`src/rtl/cfg_stream_parser.sv`:
```
module cfg_stream_parser #(
  parameter int ADDR_W = 18
) (
  input  logic              clk,
  input  logic              rst,
  input  logic              in_valid,
  input  logic [7:0]        in_data,
  output logic              in_ready,
  input  logic              stream_end,
  output logic              wr_valid,
  output logic [ADDR_W-1:0] wr_addr,
  output logic [31:0]       wr_data,
  input  logic              wr_ready,
  output logic              done,
  output logic              error
);
  localparam int DW_W = ADDR_W - 2;

  typedef enum logic [2:0] {
    ST_TYPE, ST_ALO, ST_AHI, ST_CLO, ST_CHI, ST_DATA, ST_WR, ST_HALT
  } state_t;

  state_t           state;
  logic             seq;
  logic [7:0]       addr_lo, cnt_lo;
  logic [15:0]      left;
  logic [DW_W-1:0]  dw;
  logic [1:0]       bidx;
  logic [31:0]      data;

  logic byte_st, take;
  assign byte_st  = (state == ST_ALO) || (state == ST_AHI) || (state == ST_CLO) ||
                    (state == ST_CHI) || (state == ST_DATA);
  assign in_ready = (state == ST_TYPE || byte_st) && !stream_end;
  assign take     = in_ready && in_valid;
  assign wr_valid = (state == ST_WR);
  assign wr_addr  = {dw, 2'b00};
  assign wr_data  = data;

  always_ff @(posedge clk) begin
    if (rst) begin
      state   <= ST_TYPE;
      done    <= 1'b0;
      error   <= 1'b0;
      seq     <= 1'b0;
      addr_lo <= '0;
      cnt_lo  <= '0;
      left    <= '0;
      dw      <= '0;
      bidx    <= '0;
      data    <= '0;
    end else if (stream_end && state == ST_TYPE) begin
      done  <= 1'b1;
      state <= ST_HALT;
    end else if (stream_end && byte_st) begin
      error <= 1'b1;
      state <= ST_HALT;
    end else begin
      case (state)
        ST_TYPE: if (take) begin
          if (in_data[7:2] != 6'd0 || in_data[1]) begin
            error <= 1'b1;
            state <= ST_HALT;
          end else begin
            seq   <= in_data[0];
            state <= ST_ALO;
          end
        end
        ST_ALO: if (take) begin
          addr_lo <= in_data;
          state   <= ST_AHI;
        end
        ST_AHI: if (take) begin
          dw    <= DW_W'({in_data, addr_lo});
          bidx  <= '0;
          state <= seq ? ST_CLO : ST_DATA;
        end
        ST_CLO: if (take) begin
          cnt_lo <= in_data;
          state  <= ST_CHI;
        end
        ST_CHI: if (take) begin
          if ({in_data, cnt_lo} == 16'd0) begin
            error <= 1'b1;
            state <= ST_HALT;
          end else begin
            left  <= {in_data, cnt_lo};
            state <= ST_DATA;
          end
        end
        ST_DATA: if (take) begin
          data <= {in_data, data[31:8]};
          bidx <= bidx + 2'd1;
          if (bidx == 2'd3) state <= ST_WR;
        end
        ST_WR: if (wr_ready) begin
          if (seq && left != 16'd1) begin
            left  <= left - 16'd1;
            dw    <= dw + 1'b1;
            state <= ST_DATA;
          end else begin
            state <= ST_TYPE;
          end
        end
        default: state <= ST_HALT;
      endcase
    end
  end
endmodule


```
`config.mk`:
```
export PLATFORM = sky130hd
export DESIGN_NAME = cfg_stream_parser
export DESIGN_NICKNAME = d
export VERILOG_FILES = /design/src/rtl/cfg_stream_parser.sv
export SDC_FILE = /design/constraint.sdc
export NUM_CORES = 1
export LEC_CHECK = 0
export BUFFER_PORTS_ARGS = -buffer_cell sky130_fd_sc_hd__buf_2
export CORE_ASPECT_RATIO = 0.6
export CORE_MARGIN = 2
export CORE_UTILIZATION = 39
export DETAILED_ROUTE_END_ITERATION = 10
export PLACE_DENSITY = 0.55
export SETUP_SLACK_MARGIN = 0.5
export SLEW_MARGIN = 20
export SYNTH_ARGS = -nofsm -noshare
export SYNTH_HDL_FRONTEND = slang
export SYNTH_SLANG_ARGS = --single-unit
```
`constraint.sdc`:
```
create_clock -name clk -period 4 [get_ports clk]
set_clock_uncertainty 0.05 [all_clocks]
set_input_delay 0.6 -clock clk [delete_from_list [all_inputs] [get_ports clk]]
set_output_delay 0.6 -clock clk [all_outputs]
set_load 0.01 [all_outputs]
```
### Yosys cells after proc, flatten, opt, wreduce, memory -nomap -nowiden

Cells that the tools add are included.

* reductions and logical operators: 28
* bitwise logic cells: 3
* mux-type cells: 33
* equality and inequality tests: 26
* add/sub/neg operators: 3

Operators by type and width (number)
* 2-to-1 mux 16 bit: 7
* one-hot mux 16 bit (2 select lines): 2
* 2-to-1 mux 3 bit: 13
* != test 4 x 2 -> 1 bit (second input constant): 6
* one-hot mux 3 bit (7 select lines): 1
* adder 16 x 1 -> 16 bit (second input constant): 1
* zero test 16 bit: 1
* != test 16 x 1 -> 1 bit (second input constant): 1
* subtractor 16 x 1 -> 16 bit (second input constant): 1
* AND reduction 4 bit: 3
* AND reduction 6 bit: 2
* AND reduction 5 bit: 2
* == test 3 bit (second input constant): 3
* != test 2 bit (second input constant): 4
* != test 4 x 1 -> 1 bit (second input constant): 2
* AND reduction 8 bit: 1
* AND reduction 7 bit: 1
* == test 3 x 2 -> 1 bit (second input constant): 2
* logical OR 1 bit: 6
* 2-to-1 mux 2 bit: 3
* != test 3 x 1 -> 1 bit (second input constant): 2
* != test 3 x 2 -> 1 bit (second input constant): 2
* nonzero test 2 bit: 3
* nonzero test 6 bit: 1
* 12 further kinds: 23

* register bits: 88
* output and inout port bits: 54
* word-level logic and storage cells: 103
* input port bits: 13

### Longest topological paths before layout

* depth after elaboration: 12
* mapped depth: 9

### Worst setup path before layout

Ideal clock, no wire load.

* path kind: input to register
* start: input stream_end
* end: register cnt_lo[1]
* setup time: 0.128 ns
* data arrival time: 1.894 ns
* path buffers: 4
* required time: 3.822 ns
* slack: 1.929 ns
* stages: 9
* cell sequence: buf_2 > nor2b_1 > clkbuf_1 > nor2b_1 > buf_2 > and3_1 > buf_4 > mux2i_1 > nor2_1

* longest elaborated chain between the ends: 4
* elaborated cells on any way between the ends: 8
* those cells by class: bitwise: 2; reduce/logical: 6

RTL lines
* start: declaration: line 9 `input logic stream_end,`
* zero test 1 bit: line 34 `assign in_ready = (state == ST_TYPE || byte_st) && !stream_end;`
* logical AND 1 bit: line 34
* logical AND 1 bit: line 35 `assign take = in_ready && in_valid;`
* AND reduction 4 bit (no line) (*)
* end signal: assignment: line 79 `cnt_lo <= in_data;`
* end: declaration: line 25 `logic [7:0] addr_lo, cnt_lo;`

Mark *: on every way between the ends. The rest lies on a longest branch, timed or not.
A chain may end at the register's enable or synchronous reset.

### Worst setup path in the final report

* start: register state[2]
* end: output wr_valid

* longest elaborated chain between the ends: 1

RTL lines
* start: declaration: line 23 `state_t state;`
* start signal: assignment: line 76 `state <= seq ? ST_CLO : ST_DATA;`
* == test 3 bit: line 36 `assign wr_valid = (state == ST_WR);`
* end: declaration: line 10 `output logic wr_valid,`

Every way passes these cells.

==> impl_metrics.tcl <==
set metrics [dict create \
    r2r_start "state[0]$_SDFFE_PP0P_" \
    synth_area_um2 4290 \
    grt_pass1_vias 3732 \
    post_drt_wl_per_cell_um 16.2 \
    fillers 1061 \
    power_mw 2.13 \
    cts_setup_buffers 0 \
    syn_to_final_growth_pct 15.6 \
    grt_max_degree 57 \
    cp.required_ns 3.35 \
    dpl_cell_area_um2 4650 \
    tritoncts "done" \
    cp.arrival_ns 2.14 \
    p_clk_share_pct 37.8 \
    drt-initial-drc-count 244 \
    switchingPower_mw 0.659 \
    startpoint_type "flip-flop" \
    row_count 29 \
    avgSynthCellArea_um2 7.67 \
    internal_power_mw 1.47 \
    use_met2_pct 28.9 \
    synth_common_cells "115 x nand2_1, 89 x a21oi_1, 88 x dfxtp_1" \
    regToRegSetupSlack_ns 1.29 \
    holdPathStages 2 \
    tightest_slew_ns 0.733 \
    timing.final.crit_period_ns 2.79 \
    hpwl_um 8520 \
    totalWireLength_um 12100 \
    die_area_um2 11900 \
    drt_pre_antenna_iters 5 \
    end_kind "output pin" \
    slew_violations 0 \
    holdBufCountCts 0 \
    yosys.area.top_type "dfxtp_1" \
    busiest_layer "met1" \
    rsz0062_at_grt "false" \
    p_leak_nw 1.82 \
    clk_latency_ns 0.34 \
    grt_overflow 0 \
    route.detailed.drc 0 \
    cts_sinks 88 \
    cts_root_buffer "clkbuf_16" \
    gp_congestion 0.835 \
    num_vias 4161 \
    finalHoldViolCount 0 \
    synth_ff_type "dfxtp_1" \
    hold_path_startpoint "wr_data[5]$_SDFFE_PP0P_" \
    htree_levels 3 \
    seq_area_frac_synth_pct 41.1 \
    fmaxAchievable_ghz 0.358 \
    io_pins 67 \
    multi_input_area_um2 2290 \
    setup_viol_count_final 0 \
    grt_pass1_wl_um 19600 \
    holdCritPathClass "reg2reg" \
    grt_use_total_pct 20.9 \
    async_reset_ff_share_pct 0 \
    finalCritPeriodShare_pct 69.8 \
    yosysMostFrequentCell "nand2_1" \
    synth_top_area_share_pct 41.1 \
    start_util_pct 40.3 \
    vias_per_cell 5.56 \
    tns_ns 0 \
    antenna_found_initial 0 \
    design_area_um2 4960 \
    yosys.cell_types.count 57 \
    ff_latch_area_um2 1760 \
    cts_buffers 9 \
    slew_headroom_pct 51.0 \
    setup.worst_path.class "reg2out" \
    min_to "wr_data[5]$_SDFFE_PP0P_" \
    core_area_um2 10600 \
    antenna_cells 0 \
    peakVddDrop_mv 0.219 \
    portBuffers 64 \
    drive_gt1_share_pct 18.0 \
    ff2ff_path_depth 5 \
    die_y_um 85.2 \
    path_clk_slew_ns 0.06 \
    rr_endpoint "bidx[1]$_SDFFE_PP0P_" \
    ys_seq_elements 88 \
    p_per_area_nw_per_um2 430 \
    seqPwrFrac_pct 44.9 \
    max_cap_violations 0 \
    yosysWarnings 0 \
    status "complete, no violations" \
    syn_inst 559 \
    cts_buffer_depth 2 \
    swShare_pct 30.9 \
    use_met3_pct 6.32 \
    combPwrFrac_pct 17.3 \
    cts_resized 0 \
    gr-usage-met1_pct 31.5 \
    dieWidth_um 139 \
    synth_edf_count 0 \
    netlist_top_cells_area "dfxtp_1 41%, a21oi_1 10%, nand2_1 10%, nor2_1 4.0%, mux2i_1 2.1%" \
    crit_fanout 20 \
    ant_nets 0 \
    nets 622 \
]
worst max-delay path: stages, from the launching register on:
cell and delay, ns:
dfxtp_1 0.71, nand3_2 0.47, clkinv_1 0.18, buf_4 0.25, buf_2 0.17
cell families after synthesis:
logic type                 count (synthesis)  synth area share (%)
and+or+nand+nor                          237                  25.9
muxes                                      9                  2.10
xor gates and xnor gates                   1                 0.204
AOI/OAI and AO/OA                        170                  23.8
buffers and inverters                     49                  5.57
other                                      1                0.0875
DFF                                       88                  41.1
adders and majority gates                  4                  1.17
sequential cells by signal (all words and copies together) (netlist names):
| signal | flops |
|---|---|
| done | 1 |
| seq | 1 |
| left | 16 |
| state | 3 |
| addr_lo | 8 |
| cnt_lo | 8 |
| error | 1 |
| bidx | 2 |
| dw | 16 |
| wr_data | 32 |
power by group through the flow:
stage / sequential [mW] / combinational [mW] / clock (mW)
after floorplan: 0.959 / 0.276 / 0
final: 0.956 / 0.369 / 0.805
after detailed placement: 0.974 / 0.360 / 0
after CTS: 0.955 / 0.363 / 0.826
after global routing: 0.962 / 0.411 / 0.857
after global placement: 0.973 / 0.359 / 0
stage by stage:
step | cells | worst slack [ns] | utilization [%] | hold slack [ns]
after floorplan | 560 | 1.93 | - | 0.383
after global placement | 732 | 1.38 | 43.7 | 0.391
after detailed placement | 732 | 1.30 | 43.7 | 0.396
after CTS | 748 | 1.25 | 46.4 | 0.404
after global routing | 749 | 0.970 | 46.6 | 0.425
final | 749 | 1.21 | 46.6 | 0.402
cell type report:
type,count,area share (%)
clock buffers,10,4.82
clock inverters,6,0.883
inverters,9,0.681
multi-input cells,423,46.2
flip-flops and latches,88,35.5
well taps,139,3.51
repair buffers,74,8.38
per-layer routing:
layer / vias up / routed length, um / share of wire (%)
met3: 10 / 776 / 6.4
met4: 0 / 90 / 0.74
li1: 2047 / - / -
met2: 106 / 4870 / 40
met5: - / 0 / 0
met1: 1998 / 6390 / 53
how the worst max path moves through the flow:
stage | from | end | slack, ns | cells past startpoint
detailed placement | state[0]$_SDFFE_PP0P_ | bidx[1]$_SDFFE_PP0P_ | 1.30 | 5
global route | state[0]$_SDFFE_PP0P_ | bidx[1]$_SDFFE_PP0P_ | 0.97 | 5
CTS | state[2]$_SDFFE_PP0P_ | wr_valid | 1.25 | 4
finish | state[2]$_SDFFE_PP0P_ | wr_valid | 1.21 | 4
floorplan | stream_end | cnt_lo[1]$_SDFFE_PP0P_ | 1.93 | 9
global placement | state[0]$_SDFFE_PP0P_ | bidx[1]$_SDFFE_PP0P_ | 1.38 | 5
cells in the final DEF (no fill, tap or decap), types with 6 or more instances in the layout:
cell type / synthesis / layout
nor3_1: 12 / 12
nand2b_1: 6 / 6
o21ai_1: 18 / 18
a21oi_1: 89 / 89
nor2_1: 46 / 46
buf_2: 8 / 64
dfxtp_1: 88 / 88
inv_1: 7 / 7
nand2_1: 115 / 115
nor2b_1: 6 / 6
a21o_1: 6 / 6
nand3_1: 17 / 17
o21ai_0: 15 / 15
mux2i_1: 9 / 9
clkbuf_16: 0 / 9
buf_4: 4 / 9
a31oi_1: 7 / 7
(Power assumes the default switching activity.)
